## src/rtl/dma_in_pkg.sv

```systemverilog
package dma_in_pkg;

    localparam int REG_W    = 32;
    localparam int QW_BYTES = 16;

    typedef enum logic [2:0] {
        RI_CTL   = 3'd0,
        RI_ADDR  = 3'd1,
        RI_CNT   = 3'd2,
        RI_STALL = 3'd3,
        RI_SRC   = 3'd4
    } reg_idx_e;

    localparam logic [REG_W-1:0] ALIGN_MASK = ~(REG_W'(QW_BYTES) - 1'b1);

endpackage

```

## src/rtl/dma_in_beat.sv

```systemverilog
module dma_in_beat #(
    parameter int QWC_W = 16
) (
    input  logic             in_valid,
    input  logic             run,
    input  logic [QWC_W-1:0] qwc,
    output logic             in_ready,
    output logic             acc,
    output logic             last
);
    logic cnt_nz;

    always_comb begin
        cnt_nz   = (qwc != '0);
        in_ready = run && cnt_nz;
        acc      = in_ready && in_valid;
        last     = acc && (qwc == QWC_W'(1));
    end
endmodule

```

## src/rtl/dma_in_addr_map.sv

```systemverilog
module dma_in_addr_map #(
    parameter int RAM_AW = 16,
    parameter int SPR_AW = 14,
    parameter int MAP_W  = 16
) (
    input  logic [31:0]      madr,
    output logic             spr,
    output logic [MAP_W-1:0] addr
);
    logic [MAP_W-1:0] ram_part;
    logic [MAP_W-1:0] spr_part;

    // Fold the pointer into the window of its region; bit 31 picks the region.
    always_comb begin
        ram_part = MAP_W'(madr[RAM_AW-1:0]);
        spr_part = MAP_W'(madr[SPR_AW-1:0]);
        spr      = madr[31];
        addr     = spr ? spr_part : ram_part;
    end
endmodule

```

## src/rtl/dma_in_rdmux.sv

```systemverilog
module dma_in_rdmux #(
    parameter int QWC_W = 16,
    parameter int SRC_W = 2
) (
    input  logic [2:0]       idx,
    input  logic [31:0]      ctl,
    input  logic [31:0]      madr,
    input  logic [QWC_W-1:0] qwc,
    input  logic [31:0]      stall,
    input  logic [SRC_W-1:0] src,
    output logic [31:0]      rdata
);
    import dma_in_pkg::*;

    always_comb begin
        case (idx)
            RI_CTL:   rdata = ctl;
            RI_ADDR:  rdata = madr;
            RI_CNT:   rdata = 32'(qwc);
            RI_STALL: rdata = stall;
            RI_SRC:   rdata = 32'(src);
            default:  rdata = '0;
        endcase
    end
endmodule

```

## src/rtl/dma_in_stream_ch.sv

```systemverilog
module dma_in_stream_ch #(
    parameter int                 DW        = 128,
    parameter int                 QWC_W     = 16,
    parameter int                 RAM_AW    = 16,
    parameter int                 SPR_AW    = 14,
    parameter int                 SRC_W     = 2,
    parameter logic [SRC_W-1:0]   OWN_SRC   = 2'd3,
    parameter int                 RUN_BIT   = 8,
    parameter int                 MAP_W     = (RAM_AW > SPR_AW) ? RAM_AW : SPR_AW
) (
    input  logic             clk,
    input  logic             rst_n,
    input  logic             reg_we,
    input  logic [2:0]       reg_addr,
    input  logic [31:0]      reg_wdata,
    output logic [31:0]      reg_rdata,
    input  logic             in_valid,
    output logic             in_ready,
    input  logic [DW-1:0]    in_data,
    output logic             mem_we,
    output logic             mem_spr,
    output logic [MAP_W-1:0] mem_addr,
    output logic [DW-1:0]    mem_data,
    output logic             done,
    output logic [31:0]      stall_addr
);
    import dma_in_pkg::*;

    localparam logic [31:0] STEP = 32'(QW_BYTES);

    typedef struct packed {
        logic [31:0]      ctl;
        logic [31:0]      madr;
        logic [QWC_W-1:0] qwc;
        logic [31:0]      stall;
        logic [SRC_W-1:0] src;
        logic             done;
    } ch_state_t;

    ch_state_t s_d, s_q;

    logic             acc;
    logic             last;
    logic             track;
    logic             cur_run;
    logic [31:0]      cur_madr;
    logic [QWC_W-1:0] cur_qwc;

    assign cur_run  = s_q.ctl[RUN_BIT];
    assign cur_madr = s_q.madr;
    assign cur_qwc  = s_q.qwc;
    assign track    = (s_q.src == OWN_SRC);

    dma_in_beat #(.QWC_W(QWC_W)) beat_i (
        .in_valid (in_valid),
        .run      (cur_run),
        .qwc      (s_q.qwc),
        .in_ready (in_ready),
        .acc      (acc),
        .last     (last)
    );

    dma_in_addr_map #(.RAM_AW(RAM_AW), .SPR_AW(SPR_AW), .MAP_W(MAP_W)) map_i (
        .madr (s_q.madr),
        .spr  (mem_spr),
        .addr (mem_addr)
    );

    dma_in_rdmux #(.QWC_W(QWC_W), .SRC_W(SRC_W)) rd_i (
        .idx   (reg_addr),
        .ctl   (s_q.ctl),
        .madr  (s_q.madr),
        .qwc   (s_q.qwc),
        .stall (s_q.stall),
        .src   (s_q.src),
        .rdata (reg_rdata)
    );

    assign mem_we     = acc;
    assign mem_data   = in_data;
    assign done       = s_q.done;
    assign stall_addr = s_q.stall;

    always_comb begin
        s_d      = s_q;
        s_d.done = 1'b0;

        // Engine update for an accepted quadword.
        if (acc) begin
            s_d.madr = s_q.madr + STEP;
            s_d.qwc  = s_q.qwc - 1'b1;
            if (track) begin
                s_d.stall = s_d.madr;
            end
            if (last) begin
                s_d.ctl[RUN_BIT] = 1'b0;
                s_d.done         = 1'b1;
            end
        end

        // A software write wins over the engine for the register it names.
        if (reg_we) begin
            case (reg_addr)
                RI_CTL:   s_d.ctl   = reg_wdata;
                RI_ADDR:  s_d.madr  = reg_wdata & ALIGN_MASK;
                RI_CNT:   s_d.qwc   = reg_wdata[QWC_W-1:0];
                RI_STALL: s_d.stall = reg_wdata & ALIGN_MASK;
                RI_SRC:   s_d.src   = reg_wdata[SRC_W-1:0];
                default:  ;
            endcase
        end
    end

    always_ff @(posedge clk) begin
        if (!rst_n) begin
            s_q <= '0;
        end else begin
            s_q <= s_d;
        end
    end
endmodule

```

## config.mk

```make
export PLATFORM = sky130hd
export DESIGN_NAME = dma_in_stream_ch
export DESIGN_NICKNAME = d
export VERILOG_FILES = /design/src/rtl/dma_in_pkg.sv /design/src/rtl/dma_in_beat.sv /design/src/rtl/dma_in_addr_map.sv /design/src/rtl/dma_in_rdmux.sv /design/src/rtl/dma_in_stream_ch.sv
export SDC_FILE = /design/constraint.sdc
export NUM_CORES = 1
export LEC_CHECK = 0
export BUFFER_PORTS_ARGS = -buffer_cell sky130_fd_sc_hd__buf_2
export CAP_MARGIN = 20
export CORE_AREA = 2 2 148 150
export CTS_BUF_LIST = sky130_fd_sc_hd__clkbuf_16
export CTS_CLUSTER_DIAMETER = 50
export DETAILED_ROUTE_END_ITERATION = 16
export DIE_AREA = 0 0 150 152
export GPL_ROUTABILITY_DRIVEN = 1
export PLACE_DENSITY = 0.72
export SYNTH_ARGS = -nofsm -noshare
export SYNTH_HDL_FRONTEND = slang
export SYNTH_SLANG_ARGS = --single-unit
```

## constraint.sdc

```tcl
create_clock -name clk -period 2.45 [get_ports clk]
set_input_delay 0.1225 -clock clk [delete_from_list [all_inputs] [get_ports clk]]
set_output_delay 0.1225 -clock clk [all_outputs]
set_load 0.01 [all_outputs]
```

### Word level (Yosys, flattened, before mapping)

Cells that the tools add are included.

| storage, ports and cells | value |
|---|---|
| output and inout port bits | 212 |
| register bits after elaboration | 115 |
| logic and storage cells | 36 |
| input bits | 167 |

| operators by class | value |
|---|---|
| reduce and logical (&&, ||, !) cells | 8 |
| add/sub/neg operators | 2 |
| equality and inequality tests | 6 |
| mux-type cells | 13 |

Operators with widths:

| kind | number |
|---|---|
| case mux 32 bit (5 select lines) | 1 |
| 2-to-1 mux 32 bit | 3 |
| 2-to-1 mux 91 bit | 1 |
| 2-to-1 mux 80 bit | 1 |
| adder 32 x 5 -> 32 bit, second input constant | 1 |
| 2-to-1 mux 16 bit | 2 |
| == test 16 x 1 -> 1 bit, second input constant | 1 |
| nonzero test 16 bit | 1 |
| subtractor 16 x 1 -> 16 bit, second input constant | 1 |
| 2-to-1 mux 9 bit | 1 |
| == test 3 x 2 -> 1 bit, second input constant | 2 |
| AND reduction 2 bit | 3 |
| == test 3 x 1 -> 1 bit, second input constant | 1 |
| == test 3 bit, second input constant | 1 |
| logical AND 1 bit | 3 |
| logical NOT 3 bit | 1 |
| 2-to-1 mux 1 bit | 3 |
| == test 2 bit, second input constant | 1 |
| 2-to-1 mux 2 bit | 1 |

### Logic depth before layout (Yosys ltp)

| depth | value |
|---|---|
| depth in word-level cells | 8 |
| depth in mapped cells | 9 |
| gate-level depth less buffers | 8 |

### Modules after synthesis

Synthesis repeated with hierarchy kept, for this count alone.

| unflattened totals | value |
|---|---|
| cell total of the unflattened synthesis | 952 |
| area total of the unflattened synthesis | 7780.0 sq um |

Modules (own cells, without submodules):

| module | sequential area each (sq um) | cells each | times used | area an instance (sq um) |
|---|---|---|---|---|
| dma_in_stream_ch | 2222.1 | 806 | 1 | 6545.0 |
| dma_in_rdmux | 0.0 | 118 | 1 | 1027.2 |
| dma_in_addr_map | 0.0 | 17 | 1 | 125.1 |
| dma_in_beat | 0.0 | 11 | 1 | 82.6 |

### Least setup slack after synthesis

OpenSTA, ideal clock, no wires.

| timing | value |
|---|---|
| path kind | reg-to-reg |
| from | register s_q, in the netlist cur_qwc[0] |
| to | register s_q, in the netlist stall_addr[22] |
| library setup time | 0.124 ns |
| arrival time | 1.908 ns |
| data required time | 2.326 ns |
| clock period less this slack | 2.031 ns |
| setup slack | 0.419 ns |
| stages on the path, launching flop included | 10 |
| path buffers | 2 |
| cell sequence | dfxtp_1 > inv_1 > ha_1 > nor4b_1 > and4_1 > buf_2 > nor2_2 > buf_6 > a2bb2oi_1 > o21ai_0 |

| on the way | value |
|---|---|
| word-level cells in the longest chain between the ends | 6 |

RTL lines:

| what | line | source |
|---|---|---|
| from (decl) | dma_in_stream_ch.sv:40 | `ch_state_t s_d, s_q;` |
| from (signal assigned) | dma_in_stream_ch.sv:116 | `s_q <= '0;` |
| from (signal assigned) | dma_in_stream_ch.sv:118 | `s_q <= s_d;` |
| nonzero test 16 bit (*) | dma_in_beat.sv:14 | `cnt_nz = (qwc != '0);` |
| logical AND 1 bit (*) | dma_in_beat.sv:15 | `in_ready = run && cnt_nz;` |
| logical AND 1 bit (*) | dma_in_beat.sv:16 | `acc = in_ready && in_valid;` |
| 2-to-1 mux 80 bit (*) | dma_in_stream_ch.sv:89 | `if (acc) begin` |
| 2-to-1 mux 32 bit | dma_in_stream_ch.sv:103 | `case (reg_addr)` |
| 2-to-1 mux 91 bit (*) | dma_in_stream_ch.sv:102 | `if (reg_we) begin` |

Mark *: on every way between the ends. The rest lies on a longest branch, timed or not.
A chain may end at the register's enable or synchronous reset.

### Final worst setup path

| timing | value |
|---|---|
| from | register s_q, in the netlist cur_qwc[1] |
| to | output mem_we |

| on the way | value |
|---|---|
| word-level cells in the longest chain between the ends | 3 |

RTL lines:

| what | line | source |
|---|---|---|
| nonzero test 16 bit | dma_in_beat.sv:14 |  |
| logical AND 1 bit | dma_in_beat.sv:15 |  |
| logical AND 1 bit | dma_in_beat.sv:16 |  |
| to (decl) | dma_in_stream_ch.sv:20 | `output logic mem_we,` |

Every way passes these cells.

==> reports/qor.yml <==
tns_ns: 0
peakVddDrop_mv: 0.365
multi_input_area_um2: 3820
drive_above_1_share_pct: 22.1
skew_ns: 0.0129
grtUsageTotal_pct: 19.9
p_leak_nw: 2.95
io_buffer_count: 118
syn_area_um2: 7430
clkSinkCount: 111
max_freq_mhz: 460
switching_share_pct: 27.8
synth_ff_type: "dfxtp_1"
net-switching-power_mw: 1.09
die_y_um: 152
p_total_mw: 3.93
syn_inst: 948
r2r_end: "stall_addr[7]"
ios: 379
antenna_found_initial: 0
drv_slew: 0
core_um2: 21400
die_w_um: 150
min_period_ns: 2.17
cts_buffer_depth: 2
synth_warnings: 0
h-tree-depth: 3
tightestPinTransition_ns: 0.764
ys_types: 58
start_kind: "flop"
clock-root-buffer: "clkbuf_16"
power_density_nw_per_um2: 517
route.detailed.drc: 0
place_hpwl_um: 16800
cts_tree: "done"
critPathKind: "flop to output port"
post-synth-top-count-cell: "buf_4"
synth-edff-count: 0
synth_top_area_cell: "dfxtp_1"
yosys_register_bits: 111
reg2regPathDepth: 8
hold_start: "reg_wdata[25]"
end_kind: "output port"
num_rows: 54
grt_max_degree: 61
hold_viol_final: 0
async_reset_ff_share_pct: 0
clk_latency_ns: 0.36
r2r_slack_ns: 0.28
hp-class: "input port to flop"
grt_overflow: 0
viasPerCell: 5.58
critPathRequiredTime_ns: 2.33
seq_area_um2: 2220
hold_end: "stall_addr[25]"
cts_setup_buffers: 0
start_util_pct: 34.8
yosys-top-cells-count: "145 x buf_4, 114 x nand2_1, 111 x dfxtp_1"
min_path_cells: 3
numCtsBuffers: 9
power_frac_comb_pct: 13.4
ant_nets: 0
grt_pass1_wl_um: 35700
drt_wl_total_um: 22800
wire_per_inst_um: 19.1
cp_max_fo: 7
finalSetupViolCount: 0
synth.avg_cell_area_um2: 7.83
drt_first_iter_violations: 589
layout_worst_path_cycle_share_pct: 88.7
dr.pass1.iters: 8
status: "finished, final reports clean"
dp.cells: 1178
p_seq_share_pct: 48.8
num_antenna_cells: 0
areaGrowthSynthToFinish_pct: 2.33
fin_cells: 1194
vias: 6667
pwr-share-clk_pct: 37.8
num-fill-cells: 2308
maxCapViolCount: 0
gp_congestion: 0.889
seq_area_frac_synth_pct: 29.9
relSlewSlack_pct: 49.1
rsz0062_at_grt: "no"
clkSlewWorstSetupHoldPaths_ns: 0.08
grt_pass1_vias: 6353
p_int_mw: 2.84
crit_arrival_ns: 2.05
synth_top_area_share_pct: 29.9
final_nets: 1080
die_area_um2: 22800
r2r-start: "cur_qwc[0]"
netlist_top_cells_area: "dfxtp_1 30%, buf_4 15%, nand2_1 5.8%"
==> worst max-delay path by stage <==
stage	start	end	slack, ns	depth (start not counted)
2_1_floorplan	cur_qwc[0]	stall_addr[22]	0.42	9
3_3_place_gp	cur_qwc[0]	stall_addr[7]	0.40	8
3_5_place_dp	cur_qwc[0]	stall_addr[7]	0.34	8
4_1_cts	cur_qwc[1]	mem_we	0.10	7
5_1_grt	cur_qwc[0]	mem_we	0.10	7
6_report	cur_qwc[1]	mem_we	0.28	7
==> power by group through the flow <==
stage | logic (mW) | clock network [mW] | registers (mW)
after floorplan | 0.541 | 0 | 1.94
after global placement | 0.510 | 0 | 1.96
after detailed placement | 0.517 | 0 | 1.96
after CTS | 0.520 | 1.50 | 1.91
after global routing | 0.573 | 1.57 | 1.92
final | 0.526 | 1.48 | 1.92
==> worst max-delay path: stages, from the launching register on <==
cell and delay, ns:
dfxtp_1 0.35, inv_1 0.13, ha_1 0.20, nor4b_2 0.23, nand4_1 0.20, nand2_2 0.22
inv_1 0.18, buf_2 0.19
==> kinds of logic after synthesis <==
| logic type | synth area share [%] |
|---|---|
| adder cells (fa/ha/maj) | 0.674 |
| multiplexers | 7.13 |
| buffers and inverters | 18.9 |
| AO/OA/AOI/OAI | 15.6 |
| AND/OR/NAND/NOR | 22.2 |
| flip-flops | 29.9 |
| XOR/XNOR | 5.54 |
| other | 0.0505 |
==> repair_timing <==
action	4_1_cts	5_1_grt
endpoints found under the setup margin	0	1
hold buffers	0	0
gates resized for setup	0	2
==> sequential cells by signal, indices dropped and copies added (netlist names) <==
register / cells
cur_madr: 28
cur_qwc: 16
cur_run: 1
done: 1
s_q: 33
stall_addr: 32
==> cell usage in the layout (no fill, tap or decap), types with 3 or more instances in the layout <==
cell type,synthesis,routed
nand3_2,3,3
ha_1,4,4
o21ai_0,80,80
nand2_1,114,113
nor2_1,56,56
a31oi_1,15,15
inv_1,8,10
o22ai_1,7,7
a22oi_1,5,5
dfxtp_1,111,111
or3_1,15,15
mux2i_1,21,21
xor2_1,14,14
nor3b_1,3,3
conb_1,1,4
o221ai_1,6,6
buf_2,23,118
buf_4,145,37
xnor2_1,33,33
and4_1,5,5
and2_1,4,4
a21oi_1,78,78
nand3b_1,3,3
nand4_1,19,19
nor3_1,22,22
and3_1,13,13
mux2_2,4,4
o31ai_1,4,4
nor2b_1,16,16
clkbuf_16,0,9
mux4_2,11,11
nand3_1,20,20
a211oi_1,4,4
nor4_1,10,10
or4_1,3,3
==> layer usage <==
metal,share of wire (%),up-vias,track usage (%)
met5,0,-,0
li1,-,3078,-
met1,42,3163,25.2
met4,4.3,0,9.66
met3,7.7,91,4.92
met2,46,335,31.5
==> stage by stage <==
stage	hold WS [ns]	instance area (um2)	setup WS, ns	utilization [%]
floorplan	0.231	7440	0.419	-
global placement	0.245	7300	0.398	34.2
detailed placement	0.245	7300	0.341	34.2
CTS	0.00241	7590	0.101	35.5
global route	0.0131	7600	0.103	35.6
finish	0.0168	7600	0.278	35.6
==> final cells by class <==
cell class | instances | area share [%]
inverter | 8 | 0.395
multi-input combinational | 623 | 50.3
tap | 280 | 4.61
clock inverter | 7 | 0.840
timing repair buffer | 156 | 11.7
sequential | 111 | 29.2
clock buffer | 9 | 2.96
(Power assumes the default switching activity.)
